## src/rtl/atomic_pkg.sv

```systemverilog
package atomic_pkg;
  localparam int XLEN  = 64;
  localparam int HLEN  = XLEN / 2;
  localparam int OPC_W = 8;
  localparam int OFF_W = 16;
  localparam int IMM_W = 32;

  localparam logic [2:0] CLS_STORE_REG = 3'd3;
  localparam logic [2:0] MODE_ATOMIC   = 3'd6;
  localparam logic [1:0] SZ_WORD       = 2'd0;
  localparam logic [1:0] SZ_DWORD      = 2'd3;

  typedef enum logic [2:0] {
    ST_IDLE, ST_READ, ST_WAIT, ST_WRITE, ST_DONE
  } seq_state_t;

  typedef enum logic [2:0] {
    AOP_ADD, AOP_OR, AOP_AND, AOP_XOR, AOP_SWAP, AOP_CAS
  } aop_t;

  typedef struct packed {
    aop_t op;
    logic fetch;
    logic dw;
    logic legal;
  } adec_t;

  function automatic logic [XLEN-1:0] f_zext(input logic dw, input logic [XLEN-1:0] v);
    return dw ? v : {{HLEN{1'b0}}, v[HLEN-1:0]};
  endfunction

  function automatic adec_t f_decode(input logic [OPC_W-1:0] opc, input logic [IMM_W-1:0] im);
    adec_t d;
    d.legal = 1'b1;
    d.fetch = im[0];
    d.dw    = (opc[4:3] == SZ_DWORD);
    d.op    = AOP_ADD;
    if (opc[2:0] != CLS_STORE_REG || opc[7:5] != MODE_ATOMIC) d.legal = 1'b0;
    if (opc[4:3] != SZ_WORD && opc[4:3] != SZ_DWORD) d.legal = 1'b0;
    if (im[IMM_W-1:8] != '0 || im[3:1] != 3'd0) d.legal = 1'b0;
    case (im[7:4])
      4'h0: d.op = AOP_ADD;
      4'h4: d.op = AOP_OR;
      4'h5: d.op = AOP_AND;
      4'hA: d.op = AOP_XOR;
      4'hE: begin d.op = AOP_SWAP; if (!im[0]) d.legal = 1'b0; end
      4'hF: begin d.op = AOP_CAS;  if (!im[0]) d.legal = 1'b0; end
      default: d.legal = 1'b0;
    endcase
    return d;
  endfunction

  function automatic logic f_aligned(input logic dw, input logic [2:0] lo);
    return dw ? (lo == 3'd0) : (lo[1:0] == 2'd0);
  endfunction

  function automatic logic f_match(input logic dw, input logic [XLEN-1:0] old_v,
                                   input logic [XLEN-1:0] cmp_v);
    return f_zext(dw, old_v) == f_zext(dw, cmp_v);
  endfunction

  function automatic logic [XLEN-1:0] f_apply(input aop_t op, input logic dw,
                                              input logic [XLEN-1:0] old_v,
                                              input logic [XLEN-1:0] src_v);
    logic [XLEN-1:0] a, o, r;
    a = f_zext(dw, src_v);
    o = f_zext(dw, old_v);
    case (op)
      AOP_ADD: r = o + a;
      AOP_OR:  r = o | a;
      AOP_AND: r = o & a;
      AOP_XOR: r = o ^ a;
      default: r = a;
    endcase
    return f_zext(dw, r);
  endfunction
endpackage

```

## src/rtl/atomic_decode.sv

```systemverilog
module atomic_decode
  import atomic_pkg::*;
(
  input  logic [OPC_W-1:0] opcode,
  input  logic [IMM_W-1:0] imm,
  input  logic [XLEN-1:0]  base,
  input  logic [OFF_W-1:0] offset,
  output adec_t            dec,
  output logic [XLEN-1:0]  addr,
  output logic             accept
);
  localparam int EXT_W = XLEN - OFF_W;

  always_comb begin
    dec    = f_decode(opcode, imm);
    addr   = base + {{EXT_W{offset[OFF_W-1]}}, offset};
    accept = dec.legal && f_aligned(dec.dw, addr[2:0]);
  end
endmodule

```

## src/rtl/atomic_alu.sv

```systemverilog
module atomic_alu
  import atomic_pkg::*;
(
  input  aop_t            op,
  input  logic            dw,
  input  logic [XLEN-1:0] old_val,
  input  logic [XLEN-1:0] src_val,
  input  logic [XLEN-1:0] cmp_val,
  output logic [XLEN-1:0] new_val,
  output logic            write_en
);
  always_comb begin
    new_val  = f_apply(op, dw, old_val, src_val);
    write_en = (op != AOP_CAS) || f_match(dw, old_val, cmp_val);
  end
endmodule

```

## src/rtl/atomic_seq.sv

```systemverilog
module atomic_seq
  import atomic_pkg::*;
(
  input  logic       clk,
  input  logic       rst_n,
  input  logic       start,
  input  logic       accept,
  input  logic       write_en,
  output seq_state_t state,
  output logic       rd_fire,
  output logic       wr_fire,
  output logic       lock,
  output logic       finish
);
  seq_state_t nxt;

  always_comb begin
    nxt = state;
    case (state)
      ST_IDLE:  if (start) nxt = accept ? ST_READ : ST_DONE;
      ST_READ:  nxt = ST_WAIT;
      ST_WAIT:  nxt = write_en ? ST_WRITE : ST_DONE;
      ST_WRITE: nxt = ST_DONE;
      ST_DONE:  nxt = ST_IDLE;
      default:  nxt = ST_IDLE;
    endcase
  end

  always_ff @(posedge clk) begin
    if (!rst_n) state <= ST_IDLE;
    else        state <= nxt;
  end

  assign rd_fire = (state == ST_READ);
  assign wr_fire = (state == ST_WRITE);
  assign lock    = (state == ST_READ) || (state == ST_WAIT) || (state == ST_WRITE);
  assign finish  = (state == ST_DONE);
endmodule

```

## src/rtl/atomic_rmw_unit.sv

```systemverilog
module atomic_rmw_unit
  import atomic_pkg::*;
(
  input  logic             clk,
  input  logic             rst_n,
  input  logic             start,
  input  logic [OPC_W-1:0] opcode,
  input  logic [OFF_W-1:0] offset,
  input  logic [IMM_W-1:0] imm,
  input  logic [XLEN-1:0]  dst_val,
  input  logic [XLEN-1:0]  src_val,
  input  logic [XLEN-1:0]  r0_val,
  output logic             mem_req,
  output logic             mem_we,
  output logic             mem_dw,
  output logic             mem_lock,
  output logic [XLEN-1:0]  mem_addr,
  output logic [XLEN-1:0]  mem_wdata,
  input  logic [XLEN-1:0]  mem_rdata,
  output logic             done,
  output logic             err,
  output logic             wb_src_en,
  output logic             wb_r0_en,
  output logic [XLEN-1:0]  wb_data
);
  adec_t           dec_in, dec_q;
  logic [XLEN-1:0] addr_in, addr_q, src_q, r0_q, old_q, new_q, old_now, alu_new;
  logic            accept_in, bad_q, alu_wr;
  seq_state_t      state;
  logic            rd_fire, wr_fire, lock, finish, take, skip_write;

  atomic_decode u_dec (
    .opcode(opcode), .imm(imm), .base(dst_val), .offset(offset),
    .dec(dec_in), .addr(addr_in), .accept(accept_in)
  );

  assign old_now = f_zext(dec_q.dw, mem_rdata);

  atomic_alu u_alu (
    .op(dec_q.op), .dw(dec_q.dw), .old_val(old_now), .src_val(src_q),
    .cmp_val(r0_q), .new_val(alu_new), .write_en(alu_wr)
  );

  atomic_seq u_seq (
    .clk(clk), .rst_n(rst_n), .start(start), .accept(accept_in),
    .write_en(alu_wr), .state(state), .rd_fire(rd_fire), .wr_fire(wr_fire),
    .lock(lock), .finish(finish)
  );

  assign take       = start && (state == ST_IDLE);
  assign skip_write = (state == ST_WAIT) && !alu_wr;

  always_ff @(posedge clk) begin
    if (!rst_n) begin
      dec_q  <= '0;
      addr_q <= '0;
      src_q  <= '0;
      r0_q   <= '0;
      bad_q  <= 1'b0;
      old_q  <= '0;
      new_q  <= '0;
    end else begin
      if (take) begin
        dec_q  <= dec_in;
        addr_q <= addr_in;
        src_q  <= src_val;
        r0_q   <= r0_val;
        bad_q  <= !accept_in;
        old_q  <= '0;
      end
      if (state == ST_WAIT) begin
        old_q <= old_now;
        new_q <= alu_new;
      end
    end
  end

  assign mem_req   = rd_fire || wr_fire;
  assign mem_we    = wr_fire;
  assign mem_dw    = dec_q.dw;
  assign mem_lock  = lock;
  assign mem_addr  = mem_req ? addr_q : '0;
  assign mem_wdata = wr_fire ? new_q : '0;

  assign done      = finish;
  assign err       = finish && bad_q;
  assign wb_src_en = finish && !bad_q && dec_q.fetch && (dec_q.op != AOP_CAS);
  assign wb_r0_en  = finish && !bad_q && (dec_q.op == AOP_CAS);
  assign wb_data   = (wb_src_en || wb_r0_en) ? old_q : '0;
endmodule

```

## config.mk

```make
export PLATFORM = sky130hd
export DESIGN_NAME = atomic_rmw_unit
export DESIGN_NICKNAME = d
export VERILOG_FILES = /design/src/rtl/atomic_pkg.sv /design/src/rtl/atomic_decode.sv /design/src/rtl/atomic_alu.sv /design/src/rtl/atomic_seq.sv /design/src/rtl/atomic_rmw_unit.sv
export SDC_FILE = /design/constraint.sdc
export NUM_CORES = 1
export LEC_CHECK = 0
export ABC_AREA = 0
export BUFFER_PORTS_ARGS = -buffer_cell sky130_fd_sc_hd__buf_4
export CAP_MARGIN = 5
export CORE_UTILIZATION = 30
export CTS_CLUSTER_SIZE = 30
export DETAILED_ROUTE_END_ITERATION = 6
export SLEW_MARGIN = 10
export SYNTH_ARGS = -nofsm -noshare
export SYNTH_HDL_FRONTEND = slang
export SYNTH_HIERARCHICAL = 1
export SYNTH_SLANG_ARGS = --single-unit
```

## constraint.sdc

```tcl
create_clock -name clk -period 5.8 [get_ports clk]
set_input_delay 0.87 -clock clk [delete_from_list [all_inputs] [get_ports clk]]
set_output_delay 0.87 -clock clk [all_outputs]
set_load 0.005 [all_outputs]
```

## Word level (Yosys, flattened, before mapping)

Cells that the tools add are included.

| storage, ports and cells | value |
|---|---|
| output and inout bits | 200 |
| bits in registers | 329 |
| logic and storage cells | 85 |
| bits of input ports | 315 |

| cells by class | value |
|---|---|
| add/subtract/negate cells | 2 |
| bitwise operators | 3 |
| mux-type cells | 22 |
| reduce and logical (&&, ||, !) cells | 28 |
| eq/ne operators | 20 |

Operator list:

| kind | count |
|---|---|
| 64-bit 2-to-1 mux | 10 |
| 64-bit case mux with 4 select lines | 1 |
| 64-bit adder | 2 |
| 64-bit AND | 1 |
| 64-bit equality test | 1 |
| 64-bit bitwise OR | 1 |
| 64-bit bitwise XOR | 1 |
| 24-bit nonzero test | 1 |
| 3-bit case mux with 5 select lines | 1 |
| 3-bit by 2-bit equality test with 1-bit output, second input constant | 4 |
| 4-bit equality test, second input constant | 3 |
| 3-bit case mux with 4 select lines | 1 |
| 3-bit logical NOT | 3 |
| 3-bit 2-to-1 mux | 3 |
| 4-bit by 3-bit equality test with 1-bit output, second input constant | 2 |
| 1-bit logical AND | 8 |
| 1-bit logical OR | 7 |
| 3-bit by 1-bit equality test with 1-bit output, second input constant | 2 |
| 3-bit equality test, second input constant | 2 |
| 3-bit inequality test, second input constant | 2 |
| 1-bit 2-to-1 mux | 5 |
| 4-bit logical NOT | 1 |
| 2-bit inequality test, second input constant | 2 |
| 2-bit nonzero test | 2 |
| other kinds (8) | 9 |

## Depth between registers and ports, before layout

Gate-level depths: netlist of run 1.

| depth | value |
|---|---|
| word-level depth | 11 |
| depth in mapped cells | 21 |
| mapped depth without buffers | 16 |

## Cells and area by module

Netlist of run 1, hierarchy kept.

By module, submodules not included:

| module | instances | seq. area each (µm²) | cells each | area an instance (µm²) |
|---|---|---|---|---|
| atomic_rmw_unit | 1 | 6526.3 | 1565 | 12858.6 |
| atomic_alu | 1 | 0.0 | 1406 | 8789.7 |
| atomic_decode | 1 | 0.0 | 555 | 3794.9 |
| atomic_seq | 1 | 60.1 | 21 | 188.9 |

## Least setup slack after synthesis of run 1

Ideal clock, no wire load.

| timing path | value |
|---|---|
| kind | reg2reg |
| start | reg dec_q (netlist bit mem_dw) |
| end | reg new_q[61] |
| library setup time | 128 ps |
| buffers on the path | 7 |
| path slack | 1060 ps |
| clock period less this slack | 4740 ps |
| cell stages (with the launch flop) | 20 |
| required time | 5672 ps |
| data arrival time | 4612 ps |
| cell sequence | dfxtp_1 clkbuf_1 clkbuf_1 clkbuf_1 clkbuf_1 clkbuf_1 clkbuf_1 nand2_1 ha_1 clkbuf_1 nand3_1 nand3b_1 or4_1 nor3_1 a2bb2oi_1 o41ai_1 mux2i_1 nand2_1 nand3_1 o21ai_0 |

| between the ends | value |
|---|---|
| word-level cells in the longest chain between the ends | 5 |
| elaborated cells between the ends (all ways) | 9 |
| those cells by class | add/sub: 1; mux: 5; bitwise: 3 |

RTL lines:

| element | line | RTL |
|---|---|---|
| from (decl) | atomic_rmw_unit.sv:26 | `adec_t dec_in, dec_q;` |
| from (signal assigned) | atomic_rmw_unit.sv:64 | `dec_q <= dec_in;` |
| 64-bit 2-to-1 mux (2 in a row) | atomic_pkg.sv:29 | `return dw ? v : {{HLEN{1'b0}}, v[HLEN-1:0]};` |
| 64-bit adder (tied with other cells) | atomic_pkg.sv:69 | `AOP_ADD: r = o + a;` |
| 64-bit case mux with 4 select lines | atomic_pkg.sv:68 | `case (op)` |
| 64-bit 2-to-1 mux (*) | atomic_pkg.sv:29 |  |
| via alu_new[61] | atomic_rmw_unit.sv:27 | `logic [XLEN-1:0] addr_in, addr_q, src_q, r0_q, old_q, new_q, old_now, alu_new;` |
| to (signal assigned) | atomic_rmw_unit.sv:73 | `new_q <= alu_new;` |
| to (decl) | atomic_rmw_unit.sv:27 |  |

The timed path passes the listed nets; every way through them passes the cells marked *.
A chain may end at the register's enable or synchronous reset.

## Worst setup path in the final report of run 1

| timing path | value |
|---|---|
| start | reg u_seq.state[2] |
| end | out wb_data[59] |

| between the ends | value |
|---|---|
| word-level cells in the longest chain between the ends | 6 |
| elaborated cells between the ends (all ways) | 7 |
| those cells by class | eq/ne: 1; mux: 1; reduce/logical: 5 |

RTL lines:

| element | line | RTL |
|---|---|---|
| from (decl) | atomic_seq.sv:9 | `output seq_state_t state,` |
| from (signal assigned) | atomic_seq.sv:31 | `else state <= nxt;` |
| 3-bit equality test (*) | atomic_seq.sv:37 | `assign finish = (state == ST_DONE);` |
| 1-bit logical AND (*) | atomic_rmw_unit.sv:87, atomic_rmw_unit.sv:88 |  |
| 1-bit logical AND (2 in a row) | atomic_rmw_unit.sv:87 | `assign wb_src_en = finish && !bad_q && dec_q.fetch && (dec_q.op != AOP_CAS);` |
| 1-bit logical OR (*) | atomic_rmw_unit.sv:89 | `assign wb_data = (wb_src_en \|\| wb_r0_en) ? old_q : '0;` |
| 64-bit 2-to-1 mux (*) | atomic_rmw_unit.sv:89 |  |
| to (decl) | atomic_rmw_unit.sv:24 | `output logic [XLEN-1:0] wb_data` |

Every way passes the cells marked *; elsewhere a longest branch is shown, timed or not.

==> impl_metrics.prom, run 1 <==
# TYPE chip_impl_metric gauge
chip_impl_info{name="setup.worst_path.end_class",value="output pin"} 1
chip_impl_info{name="crit_path_cell_trace",value="inv_1 -> nor3_1 -> nand2b_1 -> a21oi_4 -> buf_4 -> and2_1 -> buf_4"} 1
chip_impl_metric{name="power_density",unit="nW/µm²"} 210.1
chip_impl_metric{name="number_of_vias_in_the_routed_layout",unit=""} 26290
chip_impl_metric{name="fp-row-count",unit=""} 106
chip_impl_metric{name="groute.layer.met3.usage",unit="%"} 4.042
chip_impl_metric{name="max_slew_margin",unit="%"} 29.71
chip_impl_metric{name="placement.setup.worst_slack",unit="ns"} 1.197
chip_impl_info{name="synth.area.top_cells",value="dfxtp_1 26%, o21ai_0 8.3%, ha_1 7.9%, nand2_1 7.1%, nand3_1 5.9%"} 1
chip_impl_metric{name="drt_drc_violations_left",unit=""} 0
chip_impl_metric{name="route.detailed.vias_per_inst",unit=""} 5.233
chip_impl_info{name="min_from",value="addr_q[7]"} 1
chip_impl_metric{name="drt_first_pass_iters",unit=""} 6
chip_impl_metric{name="cts_htree_levels",unit=""} 2
chip_impl_metric{name="detail_route.wl_per_cell",unit="µm"} 19.09
chip_impl_metric{name="chipWidth",unit="µm"} 294.3
chip_impl_metric{name="die_h",unit="µm"} 294.3
chip_impl_metric{name="pwr-share-comb",unit="%"} 21.7
chip_impl_metric{name="max_cap_viol_count",unit=""} 0
chip_impl_metric{name="syn-num-nets",unit=""} 4025
chip_impl_metric{name="fin_skew",unit="ns"} 0.02377
chip_impl_metric{name="synthesis.instances",unit=""} 3547
chip_impl_info{name="clock-root-buffer",value="clkbuf_16"} 1
chip_impl_info{name="grt_setup_unrepaired",value="false"} 1
chip_impl_info{name="synth.largest_area_cell",value="dfxtp_1"} 1
chip_impl_metric{name="timing_hold_violations_final",unit=""} 0
chip_impl_info{name="timing.rr.start",value="mem_dw"} 1
chip_impl_metric{name="grt_first_pass_wirelength",unit="mm"} 145.9
chip_impl_metric{name="buffer_ports.inserted",unit=""} 514
chip_impl_metric{name="core-area",unit="µm²"} 84090
chip_impl_metric{name="path_max_fanout",unit=""} 34
chip_impl_metric{name="worstPathArrival",unit="ns"} 3.69
chip_impl_info{name="status",value="complete, no violations"} 1
chip_impl_metric{name="design.die.area",unit="µm²"} 86610
chip_impl_metric{name="cts_setup_buffers",unit=""} 0
chip_impl_metric{name="clk_latency",unit="ns"} 0.59
chip_impl_metric{name="finish.utilization",unit="%"} 37.44
chip_impl_metric{name="internal_power",unit="mW"} 4.562
chip_impl_metric{name="detailed_place_hpwl",unit="mm"} 71.29
chip_impl_metric{name="holdPathStages",unit=""} 2
chip_impl_metric{name="cts_hold_buf",unit=""} 0
chip_impl_metric{name="final_min_period_over_clock_period",unit="%"} 78.60
chip_impl_info{name="crit_path_frequent_cell",value="buf_4"} 1
chip_impl_info{name="critical_path.slowest_cell",value="a21oi_4"} 1
chip_impl_metric{name="synth_cell_types",unit=""} 94
chip_impl_metric{name="drive_gt1_share",unit="%"} 17.36
chip_impl_metric{name="syn-cell-area",unit="µm²"} 25630
chip_impl_metric{name="cp_data_required_time",unit="ns"} 4.93
chip_impl_metric{name="syn2layout_area_growth",unit="%"} 22.81
chip_impl_metric{name="power_switching_share",unit="%"} 31.03
chip_impl_metric{name="drt-total-wl",unit="mm"} 95.90
chip_impl_metric{name="share_of_flip_flops_with_an_asynchronous_set_or_reset_after_synthesis",unit="%"} 0
chip_impl_info{name="path_category_of_the_worst_min_delay_check",value="register to register"} 1
chip_impl_metric{name="pwr-share-seq",unit="%"} 37.3
chip_impl_metric{name="timing_worst_slew_pin_value",unit="ns"} 1.054
chip_impl_metric{name="use_met2",unit="%"} 36.53
chip_impl_metric{name="peakVddDrop",unit="V"} 0.0001600
chip_impl_metric{name="synth_sequential_area_ratio",unit="%"} 25.70
chip_impl_metric{name="numCtsBuffers",unit=""} 43
chip_impl_metric{name="track_usage",unit="%"} 21.41
chip_impl_info{name="grt_most_used_layer",value="met2"} 1
chip_impl_metric{name="synth.ff_latch_count",unit=""} 329
chip_impl_metric{name="synth-edff-count",unit=""} 0
chip_impl_metric{name="antenna_found_initial",unit=""} 8
chip_impl_metric{name="remaining_overflow_grt",unit=""} 0
chip_impl_metric{name="resized_cells_post_cts",unit=""} 0
chip_impl_metric{name="io-pin-count",unit=""} 515
chip_impl_metric{name="clock_power_share",unit="%"} 41.0
chip_impl_metric{name="leakagePower",unit="nW"} 13.20
chip_impl_metric{name="initial_utilization",unit="%"} 30.48
chip_impl_metric{name="reg2regPathDepth",unit=""} 15
chip_impl_metric{name="routabilityCongestion",unit=""} 0.9323
chip_impl_info{name="setup.worst_path.start_class",value="register"} 1
chip_impl_metric{name="max_clock_freq",unit="MHz"} 219.4
chip_impl_metric{name="timing.critical_path.slowest_cell_delay",unit="ns"} 0.77
chip_impl_metric{name="number_of_global_route_vias_before_repair",unit=""} 24660
chip_impl_metric{name="post-synth-top-area-fraction",unit="%"} 25.70
chip_impl_metric{name="postLayoutSetupSlackWorst",unit="ns"} 1.241
chip_impl_metric{name="final_stage_net_count",unit=""} 4336
chip_impl_metric{name="net-switching-power",unit="mW"} 2.053
chip_impl_info{name="commonest_register_cell_after_synthesis",value="dfxtp_1"} 1
chip_impl_metric{name="finalSetupTns",unit="ns"} 0
chip_impl_metric{name="dr.first_iter.drc_count",unit=""} 1884
chip_impl_metric{name="cts.path.max_buffers",unit=""} 3
chip_impl_metric{name="clk_pin_slew",unit="ns"} 0.05
chip_impl_info{name="worst_setup_path_startpoint",value="u_seq/state[2]"} 1
chip_impl_metric{name="layout_min_cycle_time",unit="ns"} 4.559
chip_impl_metric{name="warnings_from_yosys",unit=""} 6
chip_impl_info{name="timing_worst_setup_path_type",value="register to output pin"} 1
chip_impl_metric{name="drtAntennaViolNets",unit=""} 0
chip_impl_metric{name="cts.sinks",unit=""} 329
chip_impl_info{name="tritoncts",value="built"} 1
chip_impl_metric{name="setup_violating_endpoint_count_in_the_final_report",unit=""} 0
chip_impl_metric{name="grt_start_max_net_pins",unit=""} 213
chip_impl_metric{name="grtUsageMet1",unit="%"} 26.90
chip_impl_metric{name="timing.final.max_slew_violations",unit=""} 0
chip_impl_metric{name="synthesis.area_per_instance",unit="µm²"} 7.226
-- layer usage --
| layer | routed length, µm | part of all wire (%) |
|---|---|---|
| met2 | 45750 | 48 |
| met4 | 3131 | 3.3 |
| met5 | 67 | 0.070 |
| met3 | 5855 | 6.1 |
| met1 | 41090 | 43 |
-- through the flow --
stage | hold slack (ns) | instance area (µm²) | std cells | power [mW]
6_report | 0.4513 | 31480 | 5024 | 6.615
5_1_grt | 0.4737 | 31480 | 5024 | 6.967
4_1_cts | 0.4538 | 31480 | 5023 | 6.690
3_5_place_dp | 0.4445 | 30070 | 4947 | 3.935
3_3_place_gp | 0.4402 | 30070 | 4947 | 3.934
2_1_floorplan | 0.4314 | 25630 | 3547 | 3.445
-- sequential cells by signal, summed over array words and instances (netlist names), 3 cells and up --
signal       flops
dec_q            4
u_seq/state      3
src_q           64
new_q           64
r0_q            64
old_q           64
addr_q          64
-- critical path: cells and delay by family, from the launching register on --
| family | cells | cell delay (ns) |
|---|---|---|
| compound gates | 1 | 0.77 |
| buf+inv | 3 | 0.72 |
| flops | 1 | 0.50 |
| simple gates | 3 | 1.09 |
-- cells in the final DEF (no fill, tap or decap), types with 11 or more instances in the layout --
| cell | instances |
|---|---|
| buf_4 | 541 |
| nand2_1 | 485 |
| o21ai_0 | 427 |
| dfxtp_1 | 325 |
| nand3_1 | 304 |
| a21oi_1 | 208 |
| and2_1 | 170 |
| ha_1 | 161 |
| inv_1 | 149 |
| nor2_1 | 148 |
| xnor2_1 | 98 |
| xor2_1 | 85 |
| nor2b_1 | 75 |
| a22o_1 | 64 |
| a21o_1 | 60 |
| mux2i_1 | 45 |
| clkbuf_16 | 44 |
| nand4_1 | 44 |
| nor3_1 | 32 |
| a31oi_1 | 27 |
| nor4_1 | 22 |
| o21bai_1 | 21 |
| a211oi_1 | 19 |
| o211ai_1 | 17 |
| nand2b_1 | 16 |
| o21a_1 | 15 |
| and3_1 | 13 |
| o31ai_1 | 13 |
| o221ai_1 | 11 |
| o22ai_1 | 11 |
-- worst paths after layout --
check | to | slack, ns
max reg2reg | new_q[61] | 1.30
max | wb_data[59] | 1.24
min | addr_q[7] | 0.45
min reg2reg | addr_q[7] | 0.45
-- synth_stat cells (8+ instances only) --
cell type	number
nand2_1	485
o21ai_0	427
dfxtp_1	329
nand3_1	304
a21oi_1	209
clkbuf_1	209
and2_1	171
ha_1	161
inv_1	149
nor2_1	149
xnor2_1	98
xor2_1	85
nor2b_1	75
a22o_1	64
a21o_1	60
mux2i_1	45
nand4_1	44
nor3_1	32
buf_2	31
a31oi_1	27
nor4_1	22
o21bai_1	21
buf_4	20
a211oi_1	19
buf_1	17
o211ai_1	17
nand2b_1	16
o21a_1	15
and3_1	14
o31ai_1	13
o221ai_1	11
o22ai_1	11
maj3_1	9
mux2_2	9
a22oi_1	8
or3_1	8
-- power groups by stage --
stage | Combinational, mW | Sequential, mW | Clock, mW
detailed placement | 1.42 | 2.52 | 0
global placement | 1.42 | 2.52 | 0
floorplan | 0.979 | 2.47 | 0
global route | 1.59 | 2.48 | 2.89
CTS | 1.43 | 2.47 | 2.79
finish | 1.43 | 2.47 | 2.72
-- layout make-up --
| type | instances | area, µm² |
|---|---|---|
| fill | 9076 | 52610 |
| sequential | 329 | 6599 |
| timing repair buffer | 546 | 4156 |
| tap | 1134 | 1419 |
| antenna | 1 | 2.502 |
| inverter | 151 | 566.8 |
| multi-input combinational | 2787 | 17330 |
| clock buffer | 56 | 1196 |
| clock inverter | 20 | 205.2 |
-- logic make-up (layout without fill, tap and decap cells) --
group                      count (synthesis)  after routing  share of synthesized area, %
other                                      0              1                             0
buffers and inverters                    431            773                         6.819
adders and majority gates                174            174                         8.455
muxes                                     61             61                         2.768
and+or+nand+nor                         1366           1366                         25.87
xor gates and xnor gates                 183            183                         6.253
AOI/OAI and AO/OA                       1003           1003                         24.14
DFF                                      329            329                         25.70
Note: power is estimated with default switching activity, not from simulation.
==> run 2, diff against run 1 <==
Clock period 5.8 ns to 4.35 ns, I/O delays scaled along.
==> impl_metrics.prom, run 2 (synthesis gave the netlist of run 1 again) <==
# TYPE chip_impl_metric gauge
chip_impl_metric{name="setup_violating_endpoint_count_in_the_final_report",unit=""} 0
chip_impl_metric{name="initial_utilization",unit="%"} 30.48
chip_impl_metric{name="finalSetupTns",unit="ns"} 0
chip_impl_metric{name="number_of_vias_in_the_routed_layout",unit=""} 26490
chip_impl_metric{name="final_stage_net_count",unit=""} 4388
chip_impl_metric{name="clk_latency",unit="ns"} 0.58
chip_impl_metric{name="resized_cells_post_cts",unit=""} 0
chip_impl_metric{name="drt-total-wl",unit="mm"} 99.34
chip_impl_metric{name="final_cell_area",unit="µm²"} 32050
chip_impl_metric{name="reg2regPathDepth",unit=""} 14
chip_impl_metric{name="worstPathArrival",unit="ns"} 4.32
chip_impl_metric{name="drtAntennaViolNets",unit=""} 0
chip_impl_metric{name="net-switching-power",unit="mW"} 2.789
chip_impl_metric{name="max_slew_margin",unit="%"} 27.91
chip_impl_info{name="path_category_of_the_worst_min_delay_check",value="input pin to register"} 1
chip_impl_metric{name="cts.path.max_buffers",unit=""} 3
chip_impl_info{name="status",value="finished, violations left"} 1
chip_impl_metric{name="number_of_global_route_vias_before_repair",unit=""} 25120
chip_impl_info{name="tritoncts",value="built"} 1
chip_impl_metric{name="path_max_fanout",unit=""} 14
chip_impl_metric{name="core-area",unit="µm²"} 84090
chip_impl_metric{name="syn2layout_area_growth",unit="%"} 25.05
chip_impl_metric{name="grt_start_max_net_pins",unit=""} 218
chip_impl_info{name="failing_checks",value="design-rule violations"} 1
chip_impl_metric{name="groute.layer.met3.usage",unit="%"} 4.246
chip_impl_metric{name="timing_worst_slew_pin_value",unit="ns"} 1.081
chip_impl_metric{name="design.die.area",unit="µm²"} 86610
chip_impl_metric{name="pwr-share-seq",unit="%"} 35.9
chip_impl_metric{name="power_switching_share",unit="%"} 30.53
chip_impl_metric{name="cp_data_required_time",unit="ns"} 4.77
chip_impl_metric{name="pwr-share-comb",unit="%"} 21.7
chip_impl_metric{name="detail_route.wl_per_cell",unit="µm"} 19.54
chip_impl_metric{name="clk_pin_slew",unit="ns"} 0.06
chip_impl_info{name="grt_most_used_layer",value="met2"} 1
chip_impl_metric{name="max_cap_viol_count",unit=""} 0
chip_impl_metric{name="drt_first_pass_iters",unit=""} 7
chip_impl_metric{name="io-pin-count",unit=""} 515
chip_impl_metric{name="timing.final.max_slew_violations",unit=""} 0
chip_impl_info{name="most-common-layout-cells",value="588 x buf_4, 485 x nand2_1, 427 x o21ai_0"} 1
chip_impl_metric{name="remaining_overflow_grt",unit=""} 0
chip_impl_metric{name="track_usage",unit="%"} 22.13
chip_impl_metric{name="leakagePower",unit="nW"} 13.52
chip_impl_metric{name="holdPathStages",unit=""} 3
chip_impl_metric{name="power_density",unit="nW/µm²"} 285.0
chip_impl_metric{name="antenna_found_initial",unit=""} 13
chip_impl_info{name="layout.cells.most_common",value="buf_4"} 1
chip_impl_metric{name="buffer_ports.inserted",unit=""} 514
chip_impl_metric{name="grt_first_pass_wirelength",unit="mm"} 149.6
chip_impl_metric{name="numCtsBuffers",unit=""} 43
chip_impl_metric{name="clock_power_share",unit="%"} 42.5
chip_impl_metric{name="total_power",unit="mW"} 9.134
chip_impl_metric{name="fin_skew",unit="ns"} 0.01831
chip_impl_metric{name="fp-row-count",unit=""} 106
chip_impl_info{name="clock-root-buffer",value="clkbuf_16"} 1
chip_impl_metric{name="grtUsageMet1",unit="%"} 27.13
chip_impl_metric{name="peakVddDrop",unit="V"} 0.0002373
chip_impl_metric{name="drive_gt1_share",unit="%"} 18.51
chip_impl_info{name="timing_worst_setup_path_type",value="register to register"} 1
chip_impl_metric{name="cts_setup_buffers",unit=""} 0
chip_impl_metric{name="finish.utilization",unit="%"} 38.12
chip_impl_info{name="setup.worst_path.end_class",value="register"} 1
chip_impl_metric{name="route.detailed.vias_per_inst",unit=""} 5.212
chip_impl_metric{name="detailed_place_hpwl",unit="mm"} 74.91
chip_impl_metric{name="cts_hold_buf",unit=""} 0
chip_impl_metric{name="post_dp_cell_area",unit="µm²"} 30530
chip_impl_metric{name="internal_power",unit="mW"} 6.345
chip_impl_metric{name="routabilityCongestion",unit=""} 0.9356
chip_impl_metric{name="max_clock_freq",unit="MHz"} 256.1
chip_impl_info{name="setup.worst_path.start_class",value="register"} 1
chip_impl_metric{name="use_met2",unit="%"} 38.12
chip_impl_info{name="grt_setup_unrepaired",value="false"} 1
chip_impl_metric{name="drt_drc_violations_left",unit=""} 3
chip_impl_metric{name="cts.sinks",unit=""} 329
chip_impl_metric{name="dr.first_iter.drc_count",unit=""} 1889
chip_impl_metric{name="cts_htree_levels",unit=""} 2
chip_impl_metric{name="chipWidth",unit="µm"} 294.3
chip_impl_metric{name="final_min_period_over_clock_period",unit="%"} 89.77
chip_impl_metric{name="die_h",unit="µm"} 294.3
chip_impl_metric{name="layout_min_cycle_time",unit="ns"} 3.905
chip_impl_metric{name="timing_hold_violations_final",unit=""} 0
run 2: cell types whose count changed in the layout (fill, tap and decap cells not counted), sizes merged:
cell	before	now
buf	546	598
bufinv	3	6
clkbuf	56	57
clkinv	12	11
clkinvlp	3	4
diode	1	6
inv	153	151
run 2: final cells by class:
class	count	area (µm²)
diodes	6	15.01
clock buffers	57	1231
clock inverters	21	280.3
fillers	8960	52030
inverters	151	566.8
multi-input cells	2787	17330
flip-flops and latches	329	6599
well taps	1134	1419
repair buffers	598	4609
run 2: worst max-delay path: stages (launching register included):
cell and delay [ns]:
dfxtp_4 0.44, and2_1 0.33, nand2_1 0.16, ha_1 0.33, nand2_1 0.11, or3_1 0.41, or3_1 0.33, nand3b_1 0.17
or3b_1 0.33, a2bb2oi_1 0.21, o41ai_1 0.45, mux2i_1 0.23, nand2_1 0.06, nand3_1 0.06, o21ai_0 0.10
run 2: metrics by stage:
step           hold slack (ns)  instances  setup slack [ns]
6_report                0.2876       5083            0.4449
5_1_grt                 0.2721       5082            0.2243
4_1_cts                 0.2578       5077            0.5042
3_5_place_dp            0.4454       4999            0.2142
3_3_place_gp            0.4390       4999            0.2344
2_1_floorplan           0.4314       3547           0.02020
run 2: power by group through the flow:
stage,clock network (mW),registers [mW],logic [mW]
6_report,3.88,3.28,1.98
5_1_grt,4.09,3.30,2.19
4_1_cts,3.99,3.28,1.97
3_5_place_dp,0,3.34,1.96
3_3_place_gp,0,3.34,1.96
2_1_floorplan,0,3.29,1.31
run 2: worst paths after layout:
| check | from | to | slack (ns) |
|---|---|---|---|
| hold reg to reg | addr_q[19] | addr_q[19] | 0.45 |
| setup reg to reg | mem_dw | new_q[61] | 0.44 |
| hold / removal | src_val[23] | src_q[23] | 0.29 |
| setup / recovery | mem_dw | new_q[61] | 0.44 |
run 2: metal layers:
layer  vias up  share of wire (%)  routed length, µm
li1      13170                  -                  -
met1     12370                 42              41760
met2       748                 48              47900
met3       188                5.9               5904
met4        12                3.7               3688
met5         -              0.082                 81
